File: config.mk
export PLATFORM = sky130hd
export DESIGN_NAME = xonxoff_tx_gate
export DESIGN_NICKNAME = d
export VERILOG_FILES = /design/src/rtl/xg_pkg.sv /design/src/rtl/xg_code_reg.sv /design/src/rtl/xg_char_match.sv /design/src/rtl/xg_flow_fsm.sv /design/src/rtl/xonxoff_tx_gate.sv
export SDC_FILE = /design/constraint.sdc
export NUM_CORES = 1
export LEC_CHECK = 0
export BUFFER_PORTS_ARGS = -buffer_cell sky130_fd_sc_hd__buf_2
export CORE_UTILIZATION = 28
export CTS_CLUSTER_DIAMETER = 60
export DETAILED_ROUTE_END_ITERATION = 12
export SLEW_MARGIN = 5
export SYNTH_ARGS = -nofsm -noshare
export SYNTH_HDL_FRONTEND = slang
export SYNTH_HIERARCHICAL = 1
export SYNTH_SLANG_ARGS = --single-unit
File: constraint.sdc
create_clock -name clk -period 1.8 [get_ports clk]
set_clock_uncertainty 0.2 [all_clocks]
set_input_delay 0.09 -clock clk [delete_from_list [all_inputs] [get_ports clk]]
set_output_delay 0.09 -clock clk [all_outputs]
set_load 0.02 [all_outputs]
File: src/rtl/xg_pkg.sv
package xg_pkg;

    typedef enum logic {
        FLOW_RUN  = 1'b0,
        FLOW_HALT = 1'b1
    } flow_state_e;

    typedef struct packed {
        logic hit_release;
        logic hit_halt;
        logic any_char;
    } rx_class_t;

    typedef struct packed {
        logic enable;
        logic implied;
        logic host_go;
    } flow_ctl_t;

    localparam int NUM_CODES = 2;
    localparam int IDX_RELEASE = 0;
    localparam int IDX_HALT = 1;

    // Next-state rule: a cleared enable or a host command forces running;
    // a halt match always wins over a release match.
    function automatic flow_state_e next_state(flow_state_e cur,
                                               flow_ctl_t ctl,
                                               rx_class_t cls);
        flow_state_e nxt;
        nxt = cur;
        if (!ctl.enable || ctl.host_go) begin
            nxt = FLOW_RUN;
        end else begin
            unique case (cur)
                FLOW_RUN: begin
                    if (cls.hit_halt) nxt = FLOW_HALT;
                end
                FLOW_HALT: begin
                    if (cls.hit_halt)
                        nxt = FLOW_HALT;
                    else if (cls.hit_release)
                        nxt = FLOW_RUN;
                    else if (ctl.implied && cls.any_char)
                        nxt = FLOW_RUN;
                end
                default: nxt = FLOW_RUN;
            endcase
        end
        return nxt;
    endfunction

endpackage

File: src/rtl/xg_code_reg.sv
module xg_code_reg #(
    parameter int W = 8,
    parameter logic [W-1:0] INIT = '0
) (
    input  logic         clk,
    input  logic         rst,
    input  logic         we,
    input  logic [W-1:0] wdata,
    output logic [W-1:0] q
);
    always_ff @(posedge clk) begin
        if (rst)
            q <= INIT;
        else if (we)
            q <= wdata;
    end
endmodule

File: src/rtl/xg_char_match.sv
module xg_char_match
    import xg_pkg::*;
#(
    parameter int W = 8
) (
    input  logic         valid,
    input  logic [W-1:0] ch,
    input  logic [W-1:0] release_code,
    input  logic [W-1:0] halt_code,
    output rx_class_t    cls
);
    always_comb begin
        cls.any_char    = valid;
        cls.hit_halt    = valid && (ch == halt_code);
        cls.hit_release = valid && (ch == release_code);
    end
endmodule

File: src/rtl/xg_flow_fsm.sv
module xg_flow_fsm
    import xg_pkg::*;
(
    input  logic      clk,
    input  logic      rst,
    input  flow_ctl_t ctl,
    input  rx_class_t cls,
    output logic      allow,
    output logic      stopped
);
    flow_state_e state_q;

    always_ff @(posedge clk) begin
        if (rst)
            state_q <= FLOW_RUN;
        else
            state_q <= next_state(state_q, ctl, cls);
    end

    assign stopped = (state_q == FLOW_HALT);
    assign allow   = (state_q == FLOW_RUN);
endmodule

File: src/rtl/xonxoff_tx_gate.sv
module xonxoff_tx_gate
    import xg_pkg::*;
#(
    parameter int W = 8,
    parameter logic [W-1:0] RELEASE_INIT = 8'h11,
    parameter logic [W-1:0] HALT_INIT = 8'h13
) (
    input  logic         clk,
    input  logic         rst,
    input  logic         rx_valid,
    input  logic [W-1:0] rx_char,
    input  logic         inband_en,
    input  logic         implied_xon,
    input  logic         host_resume,
    input  logic         release_we,
    input  logic         halt_we,
    input  logic [W-1:0] code_wdata,
    output logic         tx_allow,
    output logic         halted
);
    logic [NUM_CODES-1:0]        code_we;
    logic [NUM_CODES-1:0][W-1:0] code_q;
    logic [W-1:0]                release_code;
    logic [W-1:0]                halt_code;
    rx_class_t                   cls;
    flow_ctl_t                   ctl;

    assign code_we[IDX_RELEASE] = release_we;
    assign code_we[IDX_HALT]    = halt_we;

    for (genvar k = 0; k < NUM_CODES; k++) begin : g_code
        localparam logic [W-1:0] INIT_K = (k == IDX_RELEASE) ? RELEASE_INIT : HALT_INIT;
        xg_code_reg #(.W(W), .INIT(INIT_K)) u_reg (
            .clk   (clk),
            .rst   (rst),
            .we    (code_we[k]),
            .wdata (code_wdata),
            .q     (code_q[k])
        );
    end

    assign release_code = code_q[IDX_RELEASE];
    assign halt_code    = code_q[IDX_HALT];

    xg_char_match #(.W(W)) u_match (
        .valid        (rx_valid),
        .ch           (rx_char),
        .release_code (release_code),
        .halt_code    (halt_code),
        .cls          (cls)
    );

    always_comb begin
        ctl.enable  = inband_en;
        ctl.implied = implied_xon;
        ctl.host_go = host_resume;
    end

    xg_flow_fsm u_fsm (
        .clk     (clk),
        .rst     (rst),
        .ctl     (ctl),
        .cls     (cls),
        .allow   (tx_allow),
        .stopped (halted)
    );
endmodule

## After elaboration in Yosys (flattened, before gate mapping)

Cells that the tools add are included.

- Logic and storage cells: 17
- Output and inout bits: 2
- Register bits after elaboration: 17
- ROM bits: 0
- RAM bits: 0
- Bits in latches: 0
- Memories kept: 0
- Bits of input ports: 24

- Shifts and indexed selects: 0
- $mul: 0
- Multiplexer cells: 5
- Divide/modulo/power cells: 0
- Add/subtract/negate cells: 0
- Equal/unequal tests: 2
- Bitwise gates (word level): 1
- Reductions and logical operators: 6
- Magnitude comparators: 0

Operators with widths:

| operator | number |
|---|---|
| $eq 8x8->1 | 2 |
| $mux 1 | 4 |
| $logic_and 1x1->1 | 3 |
| $pmux 1 s2 | 1 |
| $reduce_or 2->1 | 1 |
| $logic_not 1->1 | 1 |
| $logic_or 1x1->1 | 1 |
| $not 1->1 | 1 |

## Depth between registers and ports, before layout

- Word-level depth: 5
- Gate-level depth with buffers: 5
- Mapped depth without buffers: 5

## Cells and area by module

The synthesis kept the hierarchy.

Modules (own cells, without submodules):

| module | times used | cells each | area each (um^2) | sequential area each (um^2) |
|---|---|---|---|---|
| xg_code_reg (g_code[1].u_reg) | 1 | 26 | 296.5 | 160.2 |
| xg_code_reg (g_code[0].u_reg) | 1 | 26 | 292.8 | 160.2 |
| xg_char_match | 1 | 25 | 197.7 | 0.0 |
| xg_flow_fsm | 1 | 5 | 50.0 | 20.0 |

## Worst setup path after synthesis

No wires, ideal clock.

- Path kind: register to register
- From: register g_code[0].u_reg.q[1]
- To: register u_fsm.state_q, in the netlist u_fsm/stopped
- Clock period less this slack: 1.281 ns
- Data arrival time: 0.965 ns
- Setup time: 0.116 ns
- Buffers on the path: 0
- Cell stages (with the launch flop): 6
- Required time: 1.484 ns
- Setup slack: 0.519 ns
- Cell sequence: dfxtp_1 -> xnor2_1 -> nand3_1 -> nor3_2 -> a211oi_2 -> o211a_1

RTL lines:

| element | RTL line | source |
|---|---|---|
| start, declared | xg_code_reg.sv:9 | `output logic [W-1:0] q` |
| start signal, assigned | xg_code_reg.sv:15 | `q <= wdata;` |
| end signal, assigned | xg_flow_fsm.sv:17 | `state_q <= next_state(state_q, ctl, cls);` |
| end, declared | xg_flow_fsm.sv:11 | `flow_state_e state_q;` |

## Final worst setup path

- From: input port rst
- To: register g_code[0].u_reg.q[6]

RTL lines:

| element | RTL line | source |
|---|---|---|
| start, declared | xonxoff_tx_gate.sv:9 | `input logic rst,` |

No word-level cell between the ends.

==> qor.txt <==
status = finished, violations left
violated checks = DRC
first-pass GRT wire length = 3120 um
Hold Slack = 0.0372 ns
Primary FF master, synth = dfxtp_1
clk_lat worst skew = 0.29 ns
grt ovf = 0
fmax = 628 MHz
RSZ-0062 raised after global routing = false
Initial Utilization = 0.298
filler cell count = 288
setup TNS = 0 ns
Total Wirelength = 1780 um
Vias per Instance = 4.42
I/O pins = 26
Slowest Stage Delay on Critical Path = 0.57 ns
sequential area share after synthesis = 0.407
final hold violation count = 0
CTS buffer count = 3
TritonCTS clock tree = done
R2R setup slack = 0.41 ns
die width = 56.7 um
n_diodes = 0
CP Launch Type = input port
dpl hpwl = 1280 um
number of synthesized flops with an enable pin = 0
CTS root buf = clkbuf_4
synth warn = 6
Worst-path clk slew = 0.10 ns
Mapped Cells = 82
Die H = 56.7 um
Max-cap violations = 0
largest net degree at the start of global routing = 18
layout cell share with drive strength beyond 1 = 0.301
# setup viols final = 0
cell breakdown of the critical path = dlygate4sd3_1, buf_2, nor2_1, dlygate4sd3_1
DRT antenna net count = 0
Die ar. = 3210 um^2
fin. max-slew vios = 0
Crit. End Element = register
synthesis-stage register bit count = 17
power density cells = 668 nW/um^2
DRC marker count from the first detailed-route iteration = 22
Critical Path RT = 1.78 ns
syn nets = 106
Final #Nets = 148
syn_area_per_cell = 10.2 um^2
CTS max path bufs = 2
Async SR Flop Fraction = 0
drc violations = 2
Num Clock Sinks = 17
Port Buffers = 25
CP max stage cell = dlygate4sd3_1
DR vias = 681
minimum clock period = 1.59 ns
H-tree levels = 1
Max Fanout on Critical Path = 17
Total Routing Usage GR = 0.129
vias in the first global route = 719
crit-path most repeated cell = dlygate4sd3_1
routability cong. = 0.712
area delta synth->final = 38.6%
Site Rows = 19
Netlist Area Pre-Place = 837 um^2
initial antenna violation count = 0
post-CTS setup buffers = 0
min-delay worst type = input port to register
Slew @ Worst Pin = 0.321 ns
Crit Path Category = input port to register
P_leak = 0.000514 uW
Final period util = 0.885
Pre-antenna DRT Iters = 8
relative max-transition margin = 0.786
CP arrival = 1.58 ns
Netlist cell types = 19
DR WL/cell = 11.5 um
Max rail drop VDD = 0.281 mV
Tot Pwr = 775 uW
core area = 2810 um^2
## cell families (layout without fill, tap and decap cells)
| logic type | after synthesis | in the layout | synth area share |
|---|---|---|---|
| simple gates | 25 | 25 | 0.163 |
| flops | 17 | 17 | 0.407 |
| xor+xnor | 16 | 16 | 0.167 |
| mux | 11 | 11 | 0.132 |
| compound gates | 7 | 7 | 0.0807 |
| buf+inv | 6 | 47 | 0.0508 |
## power by group
part           switching (uW)  leakage (uW)  internal, uW
Clock                     117     0.0000177          82.6
Sequential               14.0      0.000141           399
Combinational            66.1      0.000355          95.9
## worst max-delay path, delay by kind of cell
kind	cells	cell delay [ns]
buffers and inverters	3	1.39
and+or+nand+nor	1	0.09
## cell usage in the layout (no fill, tap or decap), drive strengths merged
cell	Yosys	routed
a211o	5	5
a211oi	1	1
buf	3	25
clkbuf	2	3
clkinv	0	1
dfxtp	17	17
dlygate4sd3	0	17
inv	1	1
mux2i	11	11
nand2	2	2
nand3	2	2
nand4	2	2
nor2	12	12
nor2b	5	5
nor3	2	2
o211a	1	1
xnor2	16	16
## stage by stage
step / worst slack, ns / instance area [um^2] / cells / utilization
after detailed placement: 0.427 / 962 / 133 / 0.343
after floorplan: 0.519 / 837 / 82 / -
after global routing: 0.123 / 1160 / 154 / 0.413
after CTS: 0.228 / 1160 / 154 / 0.413
after global placement: 0.443 / 962 / 133 / 0.343
final: 0.207 / 1160 / 154 / 0.413
## cell type report
cell class                      instances  area (um^2)  area share
Clock inverter                          1         5.00     0.00432
Tap cell                               31         38.8      0.0334
Inverter                                1         3.75     0.00324
Sequential cell                        17          340       0.293
Clock buffer                            3         22.5      0.0194
Timing Repair Buffer                   42          295       0.255
Multi-Input combinational cell         59          454       0.392
## Yosys cell counts (2+ instances only)
| cell type | number | share of area |
|---|---|---|
| nand3_1 | 2 | 0.012 |
| nor2_1 | 12 | 0.054 |
| a211o_1 | 4 | 0.042 |
| mux2i_1 | 11 | 0.13 |
| xnor2_1 | 16 | 0.17 |
| nor2b_2 | 4 | 0.042 |
| nand2_1 | 2 | 0.0090 |
| nand4_1 | 2 | 0.015 |
| buf_6 | 2 | 0.027 |
| nor3_2 | 2 | 0.024 |
| dfxtp_1 | 17 | 0.41 |
## layer usage
metal / vias to the layer above / wire (um) / part of all wire / global-route usage
met4: 0 / 34 / 0.019 / 0.0750
met3: 4 / 77 / 0.043 / 0.0230
met1: 304 / 883 / 0.50 / 0.168
li1: 355 / - / - / -
met2: 18 / 778 / 0.44 / 0.199
met5: - / 0 / 0 / 0
## timing repair
item                                   in CTS  in global routing
setup endpoints to repair                   0                  0
endpoints found under the hold margin      17                  0
hold buffers                               17                  0
gates resized for setup                     0                  0
## sequential cells by signal, indices dropped and copies added (netlist names)
| register | count |
|---|---|
| u_fsm/stopped | 1 |
| g_code.u_reg/q | 16 |
## path summary, 6_finish.rpt
path                            cells past startpoint                  from              endpoint
worst max-delay path                                4                   rst  g_code[0].u_reg/q[6]
worst min-delay path                                3            release_we  g_code[0].u_reg/q[4]
worst max register to register                      3  g_code[0].u_reg/q[6]  g_code[0].u_reg/q[6]
worst min register to register                      2  g_code[1].u_reg/q[7]  g_code[1].u_reg/q[7]
No activity file was read; power rests on OpenSTA's default activity.
